`config.mk`:
```
export PLATFORM = sky130hd
export DESIGN_NAME = ecc_syndrome_fixer
export DESIGN_NICKNAME = d
export VERILOG_FILES = /design/src/rtl/ecc_fix_pkg.sv /design/src/rtl/ecc_syn_capture.sv /design/src/rtl/ecc_syn_classify.sv /design/src/rtl/ecc_patch_ctrl.sv /design/src/rtl/ecc_syndrome_fixer.sv
export SDC_FILE = /design/constraint.sdc
export NUM_CORES = 1
export LEC_CHECK = 0
export BUFFER_PORTS_ARGS = -buffer_cell sky130_fd_sc_hd__buf_4
export CAP_MARGIN = 25
export CELL_PAD_IN_SITES_DETAIL_PLACEMENT = 1
export CELL_PAD_IN_SITES_GLOBAL_PLACEMENT = 2
export CORE_MARGIN = 5
export CORE_UTILIZATION = 34
export CTS_CLUSTER_SIZE = 14
export DETAILED_ROUTE_END_ITERATION = 16
export GPL_TIMING_DRIVEN = 0
export PLACE_DENSITY = 0.9
export SLEW_MARGIN = 20
export SYNTH_ARGS = -nofsm -noshare
export SYNTH_HDL_FRONTEND = slang
export SYNTH_SLANG_ARGS = --single-unit
export TNS_END_PERCENT = 30
```
`constraint.sdc`:
```
create_clock -name clk -period 10.3 [get_ports clk]
set_clock_uncertainty 0.15 [all_clocks]
set_input_delay 1.03 -clock clk [delete_from_list [all_inputs] [get_ports clk]]
set_output_delay 1.03 -clock clk [all_outputs]
set_load 0.01 [all_outputs]
```
`src/rtl/ecc_fix_pkg.sv`:
```
package ecc_fix_pkg;

   typedef enum logic [1:0] {
      ST_CLEAN  = 2'd0,
      ST_FIXED  = 2'd1,
      ST_PARITY = 2'd2,
      ST_FATAL  = 2'd3
   } ecc_status_e;

   typedef enum logic [2:0] {
      S_IDLE,
      S_CHECK,
      S_WAIT,
      S_WRITE,
      S_FIN
   } ctl_state_e;

endpackage

```
`src/rtl/ecc_syn_capture.sv`:
```
module ecc_syn_capture #(
   parameter int DATA_W = 8,
   parameter int NBYTES = 3
) (
   input  logic                     clk,
   input  logic                     rst_n,
   input  logic                     load,
   input  logic [NBYTES*DATA_W-1:0] stored,
   input  logic [NBYTES*DATA_W-1:0] calc,
   input  logic                     ignore_unset,
   output logic [NBYTES*DATA_W-1:0] syn_q,
   output logic                     unset_q,
   output logic                     ign_q
);
   logic [NBYTES*DATA_W-1:0] syn_d;

   for (genvar g = 0; g < NBYTES; g++) begin : g_byte
      assign syn_d[g*DATA_W +: DATA_W] = stored[g*DATA_W +: DATA_W] ^ calc[g*DATA_W +: DATA_W];
   end

   always_ff @(posedge clk or negedge rst_n) begin
      if (!rst_n) begin
         syn_q   <= '0;
         unset_q <= 1'b0;
         ign_q   <= 1'b0;
      end else if (load) begin
         syn_q   <= syn_d;
         unset_q <= &stored;
         ign_q   <= ignore_unset;
      end
   end
endmodule

```
`src/rtl/ecc_syn_classify.sv`:
```
module ecc_syn_classify
   import ecc_fix_pkg::*;
#(
   parameter int DATA_W = 8,
   parameter int ADDR_W = 9,
   parameter int BIT_W  = 3
) (
   input  logic [3*DATA_W-1:0] syn,
   input  logic                unset,
   input  logic                ign,
   output ecc_status_e         verdict,
   output logic [ADDR_W-1:0]   byte_idx,
   output logic [BIT_W-1:0]    bit_idx
);
   localparam int HALF = DATA_W / 2;

   function automatic logic [DATA_W-1:0] even_mask();
      logic [DATA_W-1:0] m;
      for (int i = 0; i < DATA_W; i++) m[i] = (i % 2 == 0);
      return m;
   endfunction

   localparam logic [DATA_W-1:0] EMASK = even_mask();

   logic [2:0] pair_ok;
   logic       single;

   for (genvar g = 0; g < 3; g++) begin : g_pair
      logic [DATA_W-1:0] d;
      assign d          = syn[g*DATA_W +: DATA_W];
      assign pair_ok[g] = (((d ^ (d >> 1)) & EMASK) == EMASK);
   end

   assign single = ($countones(syn) == 1);

   for (genvar i = 0; i < HALF; i++) begin : g_lo_idx
      assign byte_idx[i]        = syn[2*i + 1];
      assign byte_idx[HALF + i] = syn[DATA_W + 2*i + 1];
   end
   assign byte_idx[ADDR_W-1] = syn[2*DATA_W + 1];

   for (genvar i = 0; i < BIT_W; i++) begin : g_bit_idx
      assign bit_idx[i] = syn[2*DATA_W + 2*i + 3];
   end

   always_comb begin
      if (syn == '0)          verdict = ST_CLEAN;
      else if (unset && ign)  verdict = ST_CLEAN;
      else if (&pair_ok)      verdict = ST_FIXED;
      else if (single)        verdict = ST_PARITY;
      else                    verdict = ST_FATAL;
   end
endmodule

```
`src/rtl/ecc_patch_ctrl.sv`:
```
module ecc_patch_ctrl
   import ecc_fix_pkg::*;
#(
   parameter int DATA_W = 8,
   parameter int ADDR_W = 9,
   parameter int BIT_W  = 3,
   parameter int RD_LAT = 1
) (
   input  logic              clk,
   input  logic              rst_n,
   input  logic              start,
   input  ecc_status_e       verdict,
   input  logic [ADDR_W-1:0] byte_idx,
   input  logic [BIT_W-1:0]  bit_idx,
   output logic              load,
   output logic              busy,
   output logic              done,
   output ecc_status_e       status,
   output logic [ADDR_W-1:0] err_byte,
   output logic [BIT_W-1:0]  err_bit,
   output logic              buf_en,
   output logic              buf_we,
   output logic [ADDR_W-1:0] buf_addr,
   output logic [DATA_W-1:0] buf_wdata,
   input  logic [DATA_W-1:0] buf_rdata
);
   localparam int CNT_W = $clog2(RD_LAT + 1);

   ctl_state_e        state;
   logic [CNT_W-1:0]  cnt;

   always_ff @(posedge clk or negedge rst_n) begin
      if (!rst_n) begin
         state    <= S_IDLE;
         cnt      <= '0;
         status   <= ST_CLEAN;
         err_byte <= '0;
         err_bit  <= '0;
      end else begin
         case (state)
            S_IDLE:  if (start) state <= S_CHECK;
            S_CHECK: begin
               status <= verdict;
               if (verdict == ST_FIXED) begin
                  err_byte <= byte_idx;
                  err_bit  <= bit_idx;
                  cnt      <= CNT_W'(1);
                  state    <= (RD_LAT == 1) ? S_WRITE : S_WAIT;
               end else begin
                  err_byte <= '0;
                  err_bit  <= '0;
                  state    <= S_FIN;
               end
            end
            S_WAIT: begin
               if (cnt == CNT_W'(RD_LAT - 1)) state <= S_WRITE;
               else                           cnt   <= cnt + CNT_W'(1);
            end
            S_WRITE: state <= S_FIN;
            default: state <= S_IDLE;
         endcase
      end
   end

   assign load      = (state == S_IDLE) && start;
   assign busy      = (state != S_IDLE);
   assign done      = (state == S_FIN);
   assign buf_en    = ((state == S_CHECK) && (verdict == ST_FIXED)) || (state == S_WRITE);
   assign buf_we    = (state == S_WRITE);
   assign buf_addr  = (state == S_CHECK) ? byte_idx : err_byte;
   assign buf_wdata = buf_rdata ^ (DATA_W'(1) << err_bit);

   // done never lasts two cycles
   assert_done_pulse_R9: assert property (@(posedge clk) disable iff (!rst_n)
      done |=> !done);

   // results stay put between jobs
   assert_status_hold_R9: assert property (@(posedge clk) disable iff (!rst_n)
      (!busy && !$past(busy)) |-> ($stable(status) && $stable(err_byte) && $stable(err_bit)));

   // exactly one write per repair
   assert_single_write_R6: assert property (@(posedge clk) disable iff (!rst_n)
      (buf_en && buf_we) |=> !(buf_en && buf_we));

   // buffer is quiet outside a job
   assert_idle_quiet_R6: assert property (@(posedge clk) disable iff (!rst_n)
      !busy |-> !buf_en);

   // a job always ends with busy low after done
   assert_done_ends_R10: assert property (@(posedge clk) disable iff (!rst_n)
      done |=> !busy);
endmodule

```
`src/rtl/ecc_syndrome_fixer.sv`:
```
module ecc_syndrome_fixer
   import ecc_fix_pkg::*;
#(
   parameter int SECTOR_BYTES = 512,
   parameter int DATA_W       = 8,
   parameter int RD_LAT       = 1
) (
   input  logic                             clk,
   input  logic                             rst_n,
   input  logic                             start,
   input  logic                             ignore_unset,
   input  logic [3*DATA_W-1:0]              par_stored,
   input  logic [3*DATA_W-1:0]              par_calc,
   output logic                             busy,
   output logic                             done,
   output logic [1:0]                       status,
   output logic [$clog2(SECTOR_BYTES)-1:0]  err_byte,
   output logic [$clog2(DATA_W)-1:0]        err_bit,
   output logic                             buf_en,
   output logic                             buf_we,
   output logic [$clog2(SECTOR_BYTES)-1:0]  buf_addr,
   output logic [DATA_W-1:0]                buf_wdata,
   input  logic [DATA_W-1:0]                buf_rdata
);
   localparam int ADDR_W = $clog2(SECTOR_BYTES);
   localparam int BIT_W  = $clog2(DATA_W);
   localparam int SYN_W  = 3 * DATA_W;

   if (DATA_W != 8) begin : g_bad_width
      $error("ecc_syndrome_fixer: the syndrome map needs DATA_W of 8");
   end
   if (ADDR_W != 9) begin : g_bad_sector
      $error("ecc_syndrome_fixer: the syndrome map needs a 512-byte sector");
   end
   if (RD_LAT < 1) begin : g_bad_lat
      $error("ecc_syndrome_fixer: RD_LAT must be at least 1");
   end

   logic [SYN_W-1:0]  syn_q;
   logic              unset_q, ign_q, load;
   ecc_status_e       verdict, status_e;
   logic [ADDR_W-1:0] byte_idx;
   logic [BIT_W-1:0]  bit_idx;

   ecc_syn_capture #(.DATA_W(DATA_W), .NBYTES(3)) u_cap (
      .clk(clk), .rst_n(rst_n), .load(load),
      .stored(par_stored), .calc(par_calc), .ignore_unset(ignore_unset),
      .syn_q(syn_q), .unset_q(unset_q), .ign_q(ign_q)
   );

   ecc_syn_classify #(.DATA_W(DATA_W), .ADDR_W(ADDR_W), .BIT_W(BIT_W)) u_cls (
      .syn(syn_q), .unset(unset_q), .ign(ign_q),
      .verdict(verdict), .byte_idx(byte_idx), .bit_idx(bit_idx)
   );

   ecc_patch_ctrl #(.DATA_W(DATA_W), .ADDR_W(ADDR_W), .BIT_W(BIT_W), .RD_LAT(RD_LAT)) u_ctl (
      .clk(clk), .rst_n(rst_n), .start(start),
      .verdict(verdict), .byte_idx(byte_idx), .bit_idx(bit_idx),
      .load(load), .busy(busy), .done(done), .status(status_e),
      .err_byte(err_byte), .err_bit(err_bit),
      .buf_en(buf_en), .buf_we(buf_we), .buf_addr(buf_addr),
      .buf_wdata(buf_wdata), .buf_rdata(buf_rdata)
   );

   assign status = status_e;

   // indices are only reported for a repair
   assert_index_clear_R4: assert property (@(posedge clk) disable iff (!rst_n)
      (done && status != 2'd1) |-> (err_byte == '0 && err_bit == '0));

   // no buffer write when the job ends in a non-repair status
   assert_no_write_R7: assert property (@(posedge clk) disable iff (!rst_n)
      (done && status != 2'd1) |-> !$past(buf_we && buf_en));
endmodule

```
# After elaboration in Yosys (flattened, before gate mapping)
# Index checks and enable logic that the tools add are counted.
# op_classes
addsub	24
eq_ne	12
n_shift	1
n_mux	14
n_bitwise	7
reduce_logical	12
# op_table
operator	count
adder 32 bit	11
== test 32 x 2 -> 1 bit, second input constant	1
XOR 8 bit	4
adder 1 x 1 -> 2 bit	12
zero test 24 bit	1
AND reduction 24 bit	1
XOR 7 bit	3
2-to-1 mux 9 bit	2
== test 4 bit, second input constant	3
2-to-1 mux 3 bit	4
case mux 3 bit (4 select lines)	1
left shift 1 x 3 -> 8 bit, first input constant	1
== test 3 x 2 -> 1 bit, second input constant	2
2-to-1 mux 2 bit	3
!= test 2 bit, second input constant	3
AND reduction 2 bit	2
== test 3 x 1 -> 1 bit, second input constant	1
== test 3 bit, second input constant	1
logical AND 1 bit	3
zero test 3 bit	1
2-to-1 mux 1 bit	3
AND reduction 3 bit	1
nonzero test 3 bit	1
== test 2 x 1 -> 1 bit, second input constant	1
other kinds (4)	4
# totals
register_bits	44
out_inout_bits	35
word_cells	78

# Logic depth before layout (Yosys ltp)
# logic_depth
word_depth	13
mapped_depth	20

# Cells and area by module
# Synthesis repeated with hierarchy kept, for this count alone.
# unflattened
cells_unflattened	313
hier_area_um2	3101.7
# modules_own_cells
module	n_inst	cells_each	area_per_inst_um2	seq_area_each_um2
ecc_syn_capture	1	115	1182.4	650.6
ecc_patch_ctrl	1	90	994.7	450.4
ecc_syn_classify	1	108	924.6	0.0

# Least setup slack after synthesis
# No wires, ideal clock.
# synth_path
path_type	register to register
from	register u_cap.syn_q[3]
to	register u_ctl.status[0]
t_arrival_ns	4.478
t_required_ns	10.018
setup_slack_ns	5.540
stages_incl_launch_ff	19
cell_sequence	dfrtp_1 > inv_1 > ha_1 > inv_1 > fa_1 > inv_1 > fa_1 > inv_1 > fa_1 > fa_1 > fa_1 > inv_1 > ha_1 > inv_1 > fa_1 > nand4b_1 > or3_1 > a211oi_1 > o31ai_1
# synth_via
elab_chain_len	10
elab_cells_between_ends	14
classes_between	add/sub: 5; eq/ne: 2; mux: 4; bitwise: 1; reduce/logical: 2
# synth_rtl
element	line_no	source
start: declaration	ecc_syn_capture.sv:11	output logic [NBYTES*DATA_W-1:0] syn_q,
start signal: assignment	ecc_syn_capture.sv:27	syn_q <= syn_d;
adder 1 x 1 -> 2 bit (implied by the code)	ecc_syn_classify.sv:34	assign single = ($countones(syn) == 1);
adder 32 bit (implied by the code) (4 in a row)	ecc_syn_classify.sv:34	
== test 32 x 2 -> 1 bit	ecc_syn_classify.sv:34	
2-to-1 mux 1 bit	ecc_syn_classify.sv:50	else if (single) verdict = ST_PARITY;
2-to-1 mux 2 bit	ecc_syn_classify.sv:49	else if (&pair_ok) verdict = ST_FIXED;
2-to-1 mux 2 bit	ecc_syn_classify.sv:48	else if (unset && ign) verdict = ST_CLEAN;
2-to-1 mux 2 bit (*)	ecc_syn_classify.sv:47	if (syn == '0) verdict = ST_CLEAN;
end signal: assignment	ecc_patch_ctrl.sv:43	status <= verdict;
end: declaration	ecc_patch_ctrl.sv:18	output ecc_status_e status,
# Every way passes the cells marked *; elsewhere a longest branch is shown, timed or not.
# A chain may end at the register's enable or synchronous reset.

# Worst setup path after layout
# layout_path
from	register u_cap.syn_q[5]
to	register u_ctl.status[0]
# The elaborated chain is that of the path after synthesis.

==> impl_metrics.xml <==
<?xml version="1.0" encoding="UTF-8"?>
<metrics>
  <group name="clocking">
    <metric name="cts.repair.resized" unit="">0</metric>
    <metric name="cts_hold_buf" unit="">0</metric>
    <metric name="clk_latency" unit="ns">0.31</metric>
    <metric name="clk_pin_slew_worst_paths" unit="ns">0.08</metric>
    <metric name="cts-buffers-inserted" unit="">5</metric>
    <metric name="clock_tree.buffer_depth" unit="">2</metric>
    <metric name="clock_tree.htree_level_count" unit="">2</metric>
    <metric name="cts_sinks" unit="">44</metric>
    <metric name="clock_tree_from_tritoncts" unit="">done</metric>
    <metric name="cts-root-buf" unit="">sky130_fd_sc_hd__clkbuf_8</metric>
    <metric name="cts_post_setup_buffers_inserted" unit="">0</metric>
  </group>
  <group name="min_path">
    <metric name="holdPathStages" unit="">2</metric>
    <metric name="min_path_type" unit="">reg -&gt; reg</metric>
    <metric name="timing.hold.worst_endpoint" unit="">u_ctl.status[1]$_DFFE_PN0P_</metric>
    <metric name="hold_path.startpoint" unit="">u_ctl.status[1]$_DFFE_PN0P_</metric>
  </group>
  <group name="placement">
    <metric name="finalWeightedCongestion" unit="">0.800</metric>
    <metric name="detailedPlacementHpwl" unit="µm">7710</metric>
    <metric name="numPortBuffers" unit="">94</metric>
    <metric name="placed_cells" unit="">570</metric>
  </group>
  <group name="routing">
    <metric name="routed-via-count" unit="">2694</metric>
    <metric name="drt-wirelength-per-cell" unit="µm">15.6</metric>
    <metric name="drcViolationCount" unit="">0</metric>
    <metric name="avgViaCountPerCell" unit="">4.66</metric>
    <metric name="detail_route.first_pass.iterations" unit="">4</metric>
    <metric name="postRouteAntennaNets" unit="">0</metric>
    <metric name="drt-total-wl" unit="µm">9020</metric>
    <metric name="initial_drc_count" unit="">84</metric>
  </group>
  <group name="final_layout">
    <metric name="post-route-util" unit="">0.445</metric>
    <metric name="synthToLayoutAreaGrowth" unit="%">29.7</metric>
    <metric name="layout.cells.non_filler" unit="">578</metric>
    <metric name="post_route_cells_drive_above_1_share" unit="">0.270</metric>
    <metric name="n_antenna_cell" unit="">0</metric>
    <metric name="layout.nets" unit="">557</metric>
  </group>
  <group name="sta">
    <metric name="setup_violations" unit="">0</metric>
    <metric name="post-route-period-util" unit="">0.500</metric>
    <metric name="setup_repair_after_global_routing_missed_its_margin" unit="">no</metric>
    <metric name="achievable-frequency" unit="MHz">194</metric>
    <metric name="final_period_minus_worst_setup_slack" unit="ns">5.15</metric>
    <metric name="slew_violations" unit="">0</metric>
    <metric name="totalNegativeSetupSlack" unit="ns">0</metric>
    <metric name="final_hold_viol_count" unit="">0</metric>
    <metric name="max_slew.worst_pin.slew" unit="ns">0.562</metric>
    <metric name="timing.max_slew.rel_slack" unit="">0.626</metric>
  </group>
  <group name="synth">
    <metric name="synth.yosys.warnings" unit="">0</metric>
    <metric name="mappedNetlistArea" unit="µm²">3310</metric>
    <metric name="yosysTopAreaCellShare" unit="">0.333</metric>
    <metric name="synth_sequential_area_ratio" unit="">0.333</metric>
    <metric name="netlist_instances" unit="">343</metric>
    <metric name="syn-mean-instance-area" unit="µm²">9.64</metric>
    <metric name="postSynthRegisterBits" unit="">44</metric>
    <metric name="synth.largest_area_cell" unit="">sky130_fd_sc_hd__dfrtp_1</metric>
    <metric name="yosys.cell_count.top_type" unit="">sky130_fd_sc_hd__inv_1</metric>
    <metric name="yosys-top-cells-count" unit="">sky130_fd_sc_hd__inv_1 (64), sky130_fd_sc_hd__dfrtp_1 (44), sky130_fd_sc_hd__nand2_1 (41)</metric>
    <metric name="synth_nets" unit="">456</metric>
    <metric name="yosys.cell_types.count" unit="">41</metric>
    <metric name="ys_dominant_reg_cell" unit="">sky130_fd_sc_hd__dfrtp_1</metric>
    <metric name="async_s_r_ff_share_synth" unit="">1.00</metric>
    <metric name="synth_enable_flop_cells" unit="">0</metric>
    <metric name="synth.area.top_cells" unit="">sky130_fd_sc_hd__dfrtp_1 (33%), sky130_fd_sc_hd__ha_1 (13%), sky130_fd_sc_hd__fa_1 (12%)</metric>
  </group>
  <group name="global_route">
    <metric name="antenna_found_initial" unit="">0</metric>
    <metric name="first_global_vias" unit="">2958</metric>
    <metric name="grt_start_max_net_pins" unit="">45</metric>
    <metric name="grt_overflow_total" unit="">0</metric>
    <metric name="grt_use_total" unit="">0.156</metric>
    <metric name="grt_pass1_wl" unit="µm">14400</metric>
  </group>
  <group name="power_and_ir_drop">
    <metric name="power_leakage" unit="nW">2.18</metric>
    <metric name="clock_group_share_of_total_power" unit="">0.089</metric>
    <metric name="fin_total_pwr" unit="mW">1.50</metric>
    <metric name="p_sw_frac" unit="">0.466</metric>
    <metric name="ir_worst_vdd" unit="µV">218</metric>
    <metric name="power_switching" unit="µW">700</metric>
    <metric name="intPower" unit="µW">800</metric>
    <metric name="p_comb_frac" unit="">0.760</metric>
    <metric name="power_density" unit="nW/µm²">350</metric>
    <metric name="seq_power_share" unit="">0.151</metric>
  </group>
  <group name="die">
    <metric name="floorplan.core_area" unit="µm²">9640</metric>
    <metric name="die_h" unit="µm">109</metric>
    <metric name="ios" unit="">95</metric>
    <metric name="initial_utilization" unit="">0.343</metric>
    <metric name="dieArea" unit="µm²">11800</metric>
    <metric name="standard_cell_row_count" unit="">36</metric>
    <metric name="dieWidth" unit="µm">109</metric>
  </group>
  <group name="run_status">
    <metric name="outcome" unit="">completed</metric>
  </group>
  <group name="setup_path">
    <metric name="worstPathMaxFanout" unit="">3</metric>
    <metric name="worst_ep_arrival_time" unit="ns">5.18</metric>
    <metric name="worstSetupStartpoint" unit="">u_cap.syn_q[5]$_DFFE_PN0P_</metric>
    <metric name="critPathLaunchType" unit="">flop</metric>
    <metric name="crit-reg2reg-capture" unit="">u_ctl.status[0]$_DFFE_PN0P_</metric>
    <metric name="rrSetupSlack" unit="ns">5.15</metric>
    <metric name="reg2reg_depth" unit="">20</metric>
    <metric name="reg2reg_from" unit="">u_cap.syn_q[5]$_DFFE_PN0P_</metric>
    <metric name="endpoint_kind" unit="">flop</metric>
    <metric name="cp.required" unit="ns">10.33</metric>
    <metric name="worstSetupPathType" unit="">reg -&gt; reg</metric>
  </group>
  <group name="job">
    <metric name="number_of_max_capacitance_violations_reported" unit="">0</metric>
  </group>
</metrics>
==> flip-flops by register name, summed over array words and instances (netlist names) <==
signal,cells
u_cap.ign_q,1
u_cap.syn_q,24
u_cap.unset_q,1
u_ctl.cnt,1
u_ctl.err_bit,3
u_ctl.err_byte,9
u_ctl.state,3
u_ctl.status,2
==> cells by family (layout without fill, tap and decap cells) <==
group	after synthesis	after routing	synth area share
fa+ha+maj	53	53	0.244
flops	44	44	0.333
simple gates	79	79	0.131
xor+xnor	32	32	0.0848
mux	2	2	0.00643
buf+inv	76	178	0.0916
compound gates	57	57	0.110
==> metrics by stage <==
| step | hold slack, ns | setup WS (ns) | area, µm² |
|---|---|---|---|
| final | 0.344 | 5.15 | 4290 |
| after global routing | 0.384 | 4.89 | 4290 |
| after CTS | 0.354 | 5.11 | 4290 |
| after detailed placement | 0.336 | 5.15 | 4180 |
| after global placement | 0.317 | 5.28 | 4180 |
| after floorplan | 0.319 | 5.54 | 3310 |
==> final cells by class <==
type | instances | area, µm²
clock buffers | 5 | 68.8
repair buffers | 94 | 706
well taps | 133 | 166
clock inverters | 3 | 42.5
plain buffers | 12 | 62.6
inverters | 64 | 240
multi-input cells | 223 | 1900
fillers | 1166 | 5350
flip-flops and latches | 44 | 1100
==> cells in the final DEF (no fill, tap or decap), types with 6 or more instances in the layout <==
| master | n |
|---|---|
| sky130_fd_sc_hd__dfrtp_1 | 44 |
| sky130_fd_sc_hd__fa_1 | 19 |
| sky130_fd_sc_hd__inv_1 | 64 |
| sky130_fd_sc_hd__buf_4 | 97 |
| sky130_fd_sc_hd__nand2_1 | 41 |
| sky130_fd_sc_hd__o21ai_0 | 34 |
| sky130_fd_sc_hd__a22o_1 | 9 |
| sky130_fd_sc_hd__xor2_1 | 28 |
| sky130_fd_sc_hd__o31ai_1 | 6 |
| sky130_fd_sc_hd__ha_1 | 34 |
| sky130_fd_sc_hd__nand4_1 | 9 |
==> layer usage <==
metal  up-vias  routed length, µm  share of wire  GRT usage
met5         -                  0              0          0
met4         0                 69         0.0077     0.0316
met3         6                553          0.061     0.0243
met2        88               4540           0.50      0.276
met1      1302               3850           0.43      0.203
li1       1298                  -              -          -
==> worst max path at each step <==
stage	to	slack, ns
3_5_place_dp	u_ctl.status[0]$_DFFE_PN0P_	5.15
2_1_floorplan	u_ctl.status[0]$_DFFE_PN0P_	5.54
6_report	u_ctl.status[0]$_DFFE_PN0P_	5.15
3_3_place_gp	u_ctl.status[0]$_DFFE_PN0P_	5.28
5_1_grt	u_ctl.status[0]$_DFFE_PN0P_	4.89
4_1_cts	u_ctl.status[0]$_DFFE_PN0P_	5.11
==> power by group through the flow <==
stage          registers [mW]  logic, mW  clock network, mW
2_1_floorplan           0.224      0.838                  0
3_3_place_gp            0.227       1.05                  0
3_5_place_dp            0.230       1.18                  0
4_1_cts                 0.226       1.19              0.135
5_1_grt                 0.230       1.36              0.146
6_report                0.226       1.14              0.134
==> critical path, cell delays in order (launching register included) <==
cell and delay, ns:
sky130_fd_sc_hd__dfrtp_1 0.41, sky130_fd_sc_hd__inv_1 0.12, sky130_fd_sc_hd__ha_1 0.33, sky130_fd_sc_hd__inv_1 0.07, sky130_fd_sc_hd__fa_1 0.51, sky130_fd_sc_hd__inv_1 0.05, sky130_fd_sc_hd__fa_1 0.48, sky130_fd_sc_hd__inv_1 0.05
sky130_fd_sc_hd__fa_1 0.48, sky130_fd_sc_hd__inv_1 0.05, sky130_fd_sc_hd__fa_1 0.35, sky130_fd_sc_hd__inv_1 0.08, sky130_fd_sc_hd__fa_1 0.41, sky130_fd_sc_hd__inv_1 0.06, sky130_fd_sc_hd__ha_1 0.17, sky130_fd_sc_hd__inv_1 0.06
sky130_fd_sc_hd__fa_1 0.48, sky130_fd_sc_hd__nand4b_1 0.09, sky130_fd_sc_hd__or3_1 0.31, sky130_fd_sc_hd__a211oi_1 0.23, sky130_fd_sc_hd__o31ai_1 0.10
Power figures use the tool's default switching activity.
